### src/rtl/vlx_pkg.sv
package vlx_pkg;

  typedef enum logic [1:0] {
    XS_IDLE  = 2'd0,
    XS_RUN   = 2'd1,
    XS_DRAIN = 2'd2
  } xs_state_e;

endpackage

### src/rtl/vlx_exit_pick.sv
module vlx_exit_pick #(
  parameter int unsigned NUM_TAPS = 3,
  parameter int unsigned PW       = 8,
  parameter logic [NUM_TAPS*PW-1:0] TAP_POS = {8'd131, 8'd87, 8'd43},
  parameter int unsigned LW       = 8,
  localparam int unsigned IW      = (NUM_TAPS > 1) ? $clog2(NUM_TAPS) : 1
) (
  input  logic [LW-1:0] qlen,
  output logic [IW-1:0] idx,
  output logic [PW-1:0] depth,
  output logic          too_long
);

  logic found;

  // Priority scan from the shallowest tap upward.
  always_comb begin
    found = 1'b0;
    idx   = '0;
    depth = TAP_POS[(NUM_TAPS-1)*PW +: PW];
    for (int k = 0; k < NUM_TAPS; k++) begin
      if (!found && (32'(qlen) <= 32'(TAP_POS[k*PW +: PW]))) begin
        found = 1'b1;
        idx   = IW'(k);
        depth = TAP_POS[k*PW +: PW];
      end
    end
    too_long = !found;
  end

  // Independent check: every tap below the chosen one is too short.
  logic shallower_short;
  always_comb begin
    shallower_short = 1'b1;
    for (int k = 0; k < NUM_TAPS; k++) begin
      if ((IW'(k) < idx) && (32'(TAP_POS[k*PW +: PW]) >= 32'(qlen)))
        shallower_short = 1'b0;
    end
  end

  always_comb begin
    assert_pick_minimal_R1: assert (too_long || shallower_short);
    assert_pick_fits_R1:    assert (too_long || (32'(depth) >= 32'(qlen)));
  end

endmodule

### src/rtl/vlx_drain_timer.sv
module vlx_drain_timer #(
  parameter int unsigned PW = 8
) (
  input  logic          clk,
  input  logic          rst_n,
  input  logic          load,
  input  logic [PW-1:0] load_val,
  output logic          at_one,
  output logic          running
);

  logic [PW-1:0] cnt_q, cnt_d;
  logic          cnt_en;

  assign cnt_en = load || (cnt_q != '0);

  always_comb begin
    cnt_d = cnt_q;
    if (load)
      cnt_d = load_val;
    else if (cnt_q != '0)
      cnt_d = cnt_q - PW'(1);
  end

  always_ff @(posedge clk or negedge rst_n) begin
    if (!rst_n)
      cnt_q <= '0;
    else if (cnt_en)
      cnt_q <= cnt_d;
  end

  assign at_one  = (cnt_q == PW'(1));
  assign running = (cnt_q != '0);

  assert_load_takes_R4: assert property (@(posedge clk) disable iff (!rst_n)
    load |=> (cnt_q == $past(load_val)));

  assert_count_steps_R4: assert property (@(posedge clk) disable iff (!rst_n)
    (!load && cnt_q != '0) |=> (cnt_q == $past(cnt_q) - PW'(1)));

endmodule

### src/rtl/vlx_stream_mux.sv
module vlx_stream_mux #(
  parameter int unsigned NUM_TAPS = 3,
  parameter int unsigned DW       = 16,
  localparam int unsigned IW      = (NUM_TAPS > 1) ? $clog2(NUM_TAPS) : 1
) (
  input  logic [NUM_TAPS-1:0]    tap_vld,
  input  logic [NUM_TAPS*DW-1:0] tap_data,
  input  logic [IW-1:0]          sel,
  input  logic                   gate,
  output logic                   out_vld,
  output logic [DW-1:0]          out_data
);

  logic [DW-1:0] lane [NUM_TAPS];

  for (genvar g = 0; g < NUM_TAPS; g++) begin : g_lane
    assign lane[g] = tap_data[g*DW +: DW];
  end

  always_comb begin
    out_vld  = 1'b0;
    out_data = lane[0];
    for (int k = 0; k < NUM_TAPS; k++) begin
      if (sel == IW'(k)) begin
        out_vld  = gate && tap_vld[k];
        out_data = lane[k];
      end
    end
  end

endmodule

### src/rtl/vlx_exit_selector.sv
module vlx_exit_selector #(
  parameter int unsigned NUM_TAPS = 3,
  parameter int unsigned PW       = 8,
  parameter logic [NUM_TAPS*PW-1:0] TAP_POS = {8'd131, 8'd87, 8'd43},
  parameter int unsigned LW       = 8,
  parameter int unsigned DW       = 16,
  localparam int unsigned IW      = (NUM_TAPS > 1) ? $clog2(NUM_TAPS) : 1
) (
  input  logic                   clk,
  input  logic                   rst_n,
  input  logic                   job_start,
  input  logic [LW-1:0]          job_qlen,
  input  logic                   ref_vld,
  input  logic                   ref_last,
  input  logic [NUM_TAPS-1:0]    tap_vld,
  input  logic [NUM_TAPS*DW-1:0] tap_data,
  output logic                   busy,
  output logic                   res_vld,
  output logic [DW-1:0]          res_data,
  output logic                   job_done,
  output logic                   job_err
);

  import vlx_pkg::*;

  // Reset: asserted asynchronously, released on a clock edge.
  logic [1:0] rst_sync_q;
  logic       rst_ni;

  always_ff @(posedge clk or negedge rst_n) begin
    if (!rst_n)
      rst_sync_q <= 2'b00;
    else
      rst_sync_q <= {rst_sync_q[0], 1'b1};
  end
  assign rst_ni = rst_sync_q[1];

  // Tap choice for the requested length.
  logic [IW-1:0] pick_idx;
  logic [PW-1:0] pick_depth;
  logic          pick_too_long;

  vlx_exit_pick #(
    .NUM_TAPS (NUM_TAPS),
    .PW       (PW),
    .TAP_POS  (TAP_POS),
    .LW       (LW)
  ) u_pick (
    .qlen     (job_qlen),
    .idx      (pick_idx),
    .depth    (pick_depth),
    .too_long (pick_too_long)
  );

  // Control state.
  xs_state_e     state_q, state_d;
  logic [IW-1:0] sel_q, sel_d;
  logic [PW-1:0] depth_q, depth_d;
  logic          err_q, err_d;
  logic          job_en;

  logic          at_one;
  logic          timer_run;
  logic          done_now;
  logic          accept;
  logic          last_in;

  assign done_now = (state_q == XS_DRAIN) && at_one;
  assign accept   = job_start && ((state_q == XS_IDLE) || done_now);
  assign last_in  = (state_q == XS_RUN) && ref_vld && ref_last;
  assign job_en   = accept;

  always_comb begin
    state_d = state_q;
    sel_d   = sel_q;
    depth_d = depth_q;
    err_d   = 1'b0;
    unique case (state_q)
      XS_IDLE:  state_d = XS_IDLE;
      XS_RUN:   if (last_in)  state_d = XS_DRAIN;
      XS_DRAIN: if (done_now) state_d = XS_IDLE;
      default:  state_d = XS_IDLE;
    endcase
    if (accept) begin
      if (pick_too_long) begin
        err_d = 1'b1;
      end else begin
        state_d = XS_RUN;
        sel_d   = pick_idx;
        depth_d = pick_depth;
      end
    end
  end

  always_ff @(posedge clk or negedge rst_ni) begin
    if (!rst_ni) begin
      state_q <= XS_IDLE;
      err_q   <= 1'b0;
    end else begin
      state_q <= state_d;
      err_q   <= err_d;
    end
  end

  always_ff @(posedge clk or negedge rst_ni) begin
    if (!rst_ni) begin
      sel_q   <= '0;
      depth_q <= '0;
    end else if (job_en) begin
      sel_q   <= sel_d;
      depth_q <= depth_d;
    end
  end

  // Counts the selected depth after the last reference symbol enters.
  vlx_drain_timer #(
    .PW (PW)
  ) u_timer (
    .clk      (clk),
    .rst_n    (rst_ni),
    .load     (last_in),
    .load_val (depth_q),
    .at_one   (at_one),
    .running  (timer_run)
  );

  assign busy = (state_q != XS_IDLE);

  vlx_stream_mux #(
    .NUM_TAPS (NUM_TAPS),
    .DW       (DW)
  ) u_mux (
    .tap_vld  (tap_vld),
    .tap_data (tap_data),
    .sel      (sel_q),
    .gate     (busy),
    .out_vld  (res_vld),
    .out_data (res_data)
  );

  assign job_done = done_now;
  assign job_err  = err_q;

  // Assertions
  assert_err_no_job_R6: assert property (@(posedge clk) disable iff (!rst_ni)
    err_q |-> (state_q == XS_IDLE));

  assert_sel_held_R2: assert property (@(posedge clk) disable iff (!rst_ni)
    ($past(state_q) != XS_IDLE && !$past(accept)) |-> $stable(sel_q));

  assert_drain_counts_R4: assert property (@(posedge clk) disable iff (!rst_ni)
    (state_q == XS_DRAIN) |-> timer_run);

  assert_done_ends_R4: assert property (@(posedge clk) disable iff (!rst_ni)
    (done_now && !accept) |=> (state_q == XS_IDLE));

  assert_busy_ignores_start_R7: assert property (@(posedge clk) disable iff (!rst_ni)
    (state_q == XS_RUN && job_start) |=> $stable(depth_q));

endmodule

### config.mk
export PLATFORM = sky130hd
export DESIGN_NAME = vlx_exit_selector
export DESIGN_NICKNAME = d
export VERILOG_FILES = /design/src/rtl/vlx_pkg.sv /design/src/rtl/vlx_exit_pick.sv /design/src/rtl/vlx_drain_timer.sv /design/src/rtl/vlx_stream_mux.sv /design/src/rtl/vlx_exit_selector.sv
export SDC_FILE = /design/constraint.sdc
export NUM_CORES = 1
export LEC_CHECK = 0
export ABC_AREA = 1
export ABC_CLOCK_PERIOD_IN_PS = 1780
export CORE_MARGIN = 3
export CORE_UTILIZATION = 41
export CTS_CLUSTER_SIZE = 20
export DETAILED_ROUTE_END_ITERATION = 10
export PLACE_DENSITY = 0.86
export RECOVER_POWER = 50
export SLEW_MARGIN = 40
export SYNTH_ARGS = -nofsm -noshare
export SYNTH_HDL_FRONTEND = slang
export SYNTH_SLANG_ARGS = --single-unit
### constraint.sdc
create_clock -name clk -period 1.78 [get_ports clk]
set_input_delay 0.178 -clock clk [delete_from_list [all_inputs] [get_ports clk]]
set_output_delay 0.178 -clock clk [all_outputs]
set_load 0.02 [all_outputs]
## Yosys cells after proc, flatten, opt, wreduce, memory -nomap -nowiden

Index checks and enable logic that the tools add are counted.

| storage, ports and cells | value |
|---|---|
| logic and storage cells | 57 |
| flip-flop bits (word level) | 23 |
| bits of input ports | 64 |
| output and inout bits | 20 |

| cells by class | value |
|---|---|
| reductions and logical operators | 20 |
| mux-type cells | 22 |
| add/subtract/negate cells | 1 |
| $lt $le $gt $ge | 3 |
| equality and inequality tests | 5 |

Operators with widths:

| kind | number |
|---|---|
| 8-bit two-way mux | 5 |
| 16-bit two-way mux | 2 |
| 2-bit two-way mux | 5 |
| 1-bit logical AND | 9 |
| 1-bit two-way mux | 9 |
| 8-bit by 1-bit == test with 1-bit output (second input constant) | 1 |
| 8-bit by 6-bit <= comparator with 1-bit output (second input constant) | 1 |
| 8-bit by 7-bit <= comparator with 1-bit output (second input constant) | 1 |
| 8-bit <= comparator (second input constant) | 1 |
| 8-bit nonzero test | 1 |
| 8-bit by 1-bit subtractor with 8-bit output (second input constant) | 1 |
| 2-bit by 1-bit == test with 1-bit output (second input constant) | 2 |
| 2-bit == test (second input constant) | 2 |
| 2-bit zero test | 2 |
| 2-bit one-hot mux with 2 select lines | 1 |
| 2-bit AND reduction | 2 |
| 2-bit nonzero test | 2 |
| 1-bit zero test | 2 |
| 1-bit logical OR | 2 |

## Depth between registers and ports, before layout

Gate-level depths: netlist of the first run.

| depth | value |
|---|---|
| depth in word-level cells | 10 |
| gate-level depth with buffers | 9 |
| depth with buffers taken out | 9 |

## Hierarchy

Synthesis of the first run repeated with hierarchy kept, for this count alone.

| unflattened totals | value |
|---|---|
| cell total of the unflattened synthesis | 312 |
| area, all modules | 1980.6 um^2 |

By module, submodules not included:

| module | cells each | area each (um^2) | seq. area each (um^2) | instances |
|---|---|---|---|---|
| vlx_exit_selector | 79 | 694.4 | 375.4 | 1 |
| vlx_stream_mux | 127 | 573.0 | 0.0 | 1 |
| vlx_drain_timer | 79 | 569.3 | 200.2 | 1 |
| vlx_exit_pick | 27 | 143.9 | 0.0 | 1 |

## Worst setup path before layout of the first run

OpenSTA, ideal clock, no wires.

| timing path | value |
|---|---|
| path kind | register to output |
| start | register state_q[0] |
| end | output port res_vld |
| path buffers | 0 |
| stages on the path, launching flop included | 6 |
| path slack | 0.328 ns |
| required time | 1.602 ns |
| data arrival time | 1.274 ns |
| path through | dfrtp_1 -> inv_1 -> ha_1 -> inv_1 -> o21ai_0 -> a21oi_1 |

| between the ends | value |
|---|---|
| word-level cells in the longest chain between the ends | 5 |
| elaborated cells on any way between the ends | 7 |
| classes of those cells | mux (3); reduce/logical (4) |

RTL lines:

| item | RTL line | RTL |
|---|---|---|
| start, declared | vlx_exit_selector.sv:56 | `xs_state_e state_q, state_d;` |
| start signal, assigned | vlx_exit_selector.sv:100 | `state_q <= state_d;` |
| 2-bit nonzero test (*) | vlx_exit_selector.sv:127 | `assign busy = (state_q != XS_IDLE);` |
| net busy | vlx_exit_selector.sv:17 | `output logic busy,` |
| 1-bit logical AND | vlx_stream_mux.sv:25 | `out_vld = gate && tap_vld[k];` |
| 1-bit two-way mux (2 in a row) | vlx_stream_mux.sv:24 | `if (sel == IW'(k)) begin` |
| 1-bit two-way mux (*) | vlx_stream_mux.sv:24 |  |
| end, declared | vlx_exit_selector.sv:18 | `output logic res_vld,` |

Mark *: on every way through the listed nets, which the timed path passes. The rest lies on a longest branch.

## Worst setup path after layout of the first run

| timing path | value |
|---|---|
| start | register sel_q[0] |
| end | output port res_data[11] |

| between the ends | value |
|---|---|
| word-level cells in the longest chain between the ends | 3 |
| elaborated cells on any way between the ends | 4 |
| classes of those cells | eq/ne (2); mux (2) |

RTL lines:

| item | RTL line | RTL |
|---|---|---|
| start, declared | vlx_exit_selector.sv:57 | `logic [IW-1:0] sel_q, sel_d;` |
| start signal, assigned | vlx_exit_selector.sv:110 | `sel_q <= sel_d;` |
| 2-bit by 1-bit == test with 1-bit output | vlx_stream_mux.sv:24 |  |
| 16-bit two-way mux | vlx_stream_mux.sv:24 |  |
| 16-bit two-way mux (*) | vlx_stream_mux.sv:24 |  |
| end, declared | vlx_exit_selector.sv:19 | `output logic [DW-1:0] res_data,` |

Mark *: on every way between the ends. The rest lies on a longest branch, timed or not.

==> run summary, run 1 <==
Pre-CTS setup slack: 0.00801 ns
Routed WL: 4270 µm
Most frequent cells in the layout: 81 x nand2_1, 60 x clkdlybuf4s50_1, 29 x inv_1
Final hold violation count: 0
Drt drc: 0
Fin Clk Skew: 0.00886 ns
Syn_area_per_cell: 6.34 µm²
Unrepaired setup endpoints after global routing: false
Critical path buffers and inverters: 4
Maximum clock rate: 0.615 GHz
Design Power: 2.10 mW
First-pass GRT wire length: 6880 µm
CP cell instances: inv_2 -> nor2_4 -> inv_2 -> buf_4 -> nand2_1 -> a31oi_1 -> clkbuf_2
Min Hold Slack: 0.101 ns
PD cells: 919 nW/µm²
Total grt overflow: 0
Cell Rows: 20
Core Util, Final: 72.0%
Crit path largest cell delay: 0.40 ns
GRT Util Overall: 20.2%
CTS buffer count: 3
H-tree lvl count: 1
Deepest clock path buffer count: 2
Multi-input logic area: 813 µm²
CTS Sinks: 18
Crit path time final: 1.63 ns
Initial antenna violation count: 0
Slew @ Worst Pin: 0.669 ns
Yosys cell types: 24
Port buffer count: 81
Critical path data required time: 1.60 ns
Starting density of the core: 44.9%
Critical path capture point type: output port
Detailed-route wire length per cell: 11.9 µm
Outcome: complete, no violations
LEAKAGE: 1.18 nW
PnR worst setup slack: 0.154 ns
Syn. warnings: 0
Most common cell after layout, fill and taps aside: nand2_1
Reg area: 450 µm²
Cell family with most CP delay: buffers and inverters
CTS tree: done
Clock slew at reported path FFs: 0.10 ns
Seq/Total Area, Yosys: 31.6%
Mapped Nets: 295
Synth area leaders: dfrtp_1 32%, nand2_1 21%, inv_1 7.9%, nor2_1 7.1%, nand3_1 7.0%
Die W: 65.0 µm
Clock Latency Late Sink: 0.30 ns
Flop2flop setup slack: 0.17 ns
Post-Layout Cell Count: 360
DR vias: 1700
Final-layout fill cell count: 283
Area grow syn2layout: 60.4%
Critical path type: reg2out
Dpl hpwl: 3580 µm
Final Cycle Share: 91.3%
IO Count: 84
Clk root buf: clkbuf_4
Gpl congestion: 0.805
Cell taking the most area after synthesis: dfrtp_1
Vias/cell: 4.72
Count of pins over their slew limit: 0
WP data arrival: 1.45 ns
CP startpoint kind: register
Setup TNS: 0 ns
Max-cap violations: 0
Cell area after synthesis: 1430 µm²
Most used cell, CP: inv_2
Dpl cell area: 2350 µm²
Die area: 4220 µm²
Nets: 387
Design area: 2290 µm²
Relative slew slack: 55.4%
CP max-delay cell: dfrtp_1
Antenna viol nets, final: 0
Largest net degree at the start of global routing: 17
Ant. Diodes: 0
Yosys reg bits: 18
Gate Count Post-Synth: 225
Hold Crit Class: in2async
Vias in the first global route: 1631
Initial DRC Count: 62
Share of the synthesized area in the top cell type: 31.6%
Final-report setup violation count: 0
Layout cell share with drive strength beyond 1: 13.3%
Worst-path fanout max: 5
Placed Cells: 356
VDD IR max: 0.000588 V
CTS Hold Bufs: 0
Core area: 3180 µm²
Die Y: 65.0 µm
Detailed-router iteration count before antenna repair: 4
==> cell type report <==
class                   count  area share, %
repair buffers             91           35.1
multi-input cells         170           35.6
clock buffers               4           1.59
flip-flops and latches     18           19.7
well taps                  44           2.41
inverters                  33           5.63
==> repair_timing <==
item	4_1_cts	5_1_grt
endpoints found under the setup margin	19	18
gates resized for setup	41	26
setup buffers	0	0
pin swaps	0	1
gates cloned	0	0
==> cells in the mapped netlist (all sizes together) <==
cell and instances:
buf 4, nand3 21, o21ai 9, dfrtp 18, ha 6, a31oi 1, a21oi 5, o22ai 4
a21boi 1, xor2 1, nand2 85, nand4 6, inv 33, nor2 30, conb 1
==> power by group <==
group / leakage (nW) / internal (mW) / switching (mW)
Clock: 0.0210 / 0.125 / 0.130
Sequential: 0.220 / 0.521 / 0.0941
Combinational: 0.942 / 0.514 / 0.719
Total: 1.18 / 1.16 / 0.943
==> worst reg2reg max path: cells and delay by family (launching register included) <==
kind / cells / cell delay [ns]
and+or+nand+nor: 7 / 0.70
DFF: 1 / 0.41
buffers and inverters: 2 / 0.23
adders and majority gates: 1 / 0.17
==> per-layer routing <==
layer | GRT usage, % | routed length [µm] | part of all wire (%)
met5 | 0 | 0 | 0
met2 | 39.0 | 2270 | 53
met3 | 3.64 | 184 | 4.3
met1 | 22.2 | 1730 | 40
met4 | 5.80 | 93 | 2.2
==> registers in the layout (all words and copies together) (netlist names) <==
name           flops
depth_q            3
u_timer.cnt_q      8
state_q            2
sel_q              2
rst_sync_q         2
job_err            1
==> final timing paths <==
path / startpoint / to / cells after the start
worst max register to register: state_q[0]$_DFF_PN0_ / sel_q[1]$_DFFE_PN0P_ / 10
min in group clk: rst_sync_q[0]$_DFF_PN0_ / rst_sync_q[1]$_DFF_PN0_ / 0
max in group asynchronous: rst_sync_q[1]$_DFF_PN0_ / depth_q[1]$_DFFE_PN0P_ / 0
worst min register to register: rst_sync_q[1]$_DFF_PN0_ / u_timer.cnt_q[0]$_DFFE_PN0P_ / 0
worst max-delay path: sel_q[0]$_DFFE_PN0P_ / res_data[11] / 7
worst min-delay path: rst_n / rst_sync_q[0]$_DFF_PN0_ / 1
==> logic make-up after synthesis <==
kind of cell    after synthesis  share of synthesized area (%)
other cells                   1                          0.263
buf+inv                      37                           10.7
xor+xnor                      1                          0.614
simple gates                142                           43.9
compound gates               20                           7.63
flops                        18                           31.6
fa+ha+maj                     6                           5.26
No activity file was read; power rests on OpenSTA's default activity.
==> run 2, diff against run 1 <==
--- a/config.mk
+++ b/config.mk
@@ -11,6 +11,7 @@
 export CORE_UTILIZATION = 41
 export CTS_CLUSTER_SIZE = 20
 export DETAILED_ROUTE_END_ITERATION = 10
+export GPL_ROUTABILITY_DRIVEN = 0
 export PLACE_DENSITY = 0.86
 export RECOVER_POWER = 50
 export SLEW_MARGIN = 40
==> results of run 2 <==
No change in the layout: final DEF, timing and power equal those of run 1.
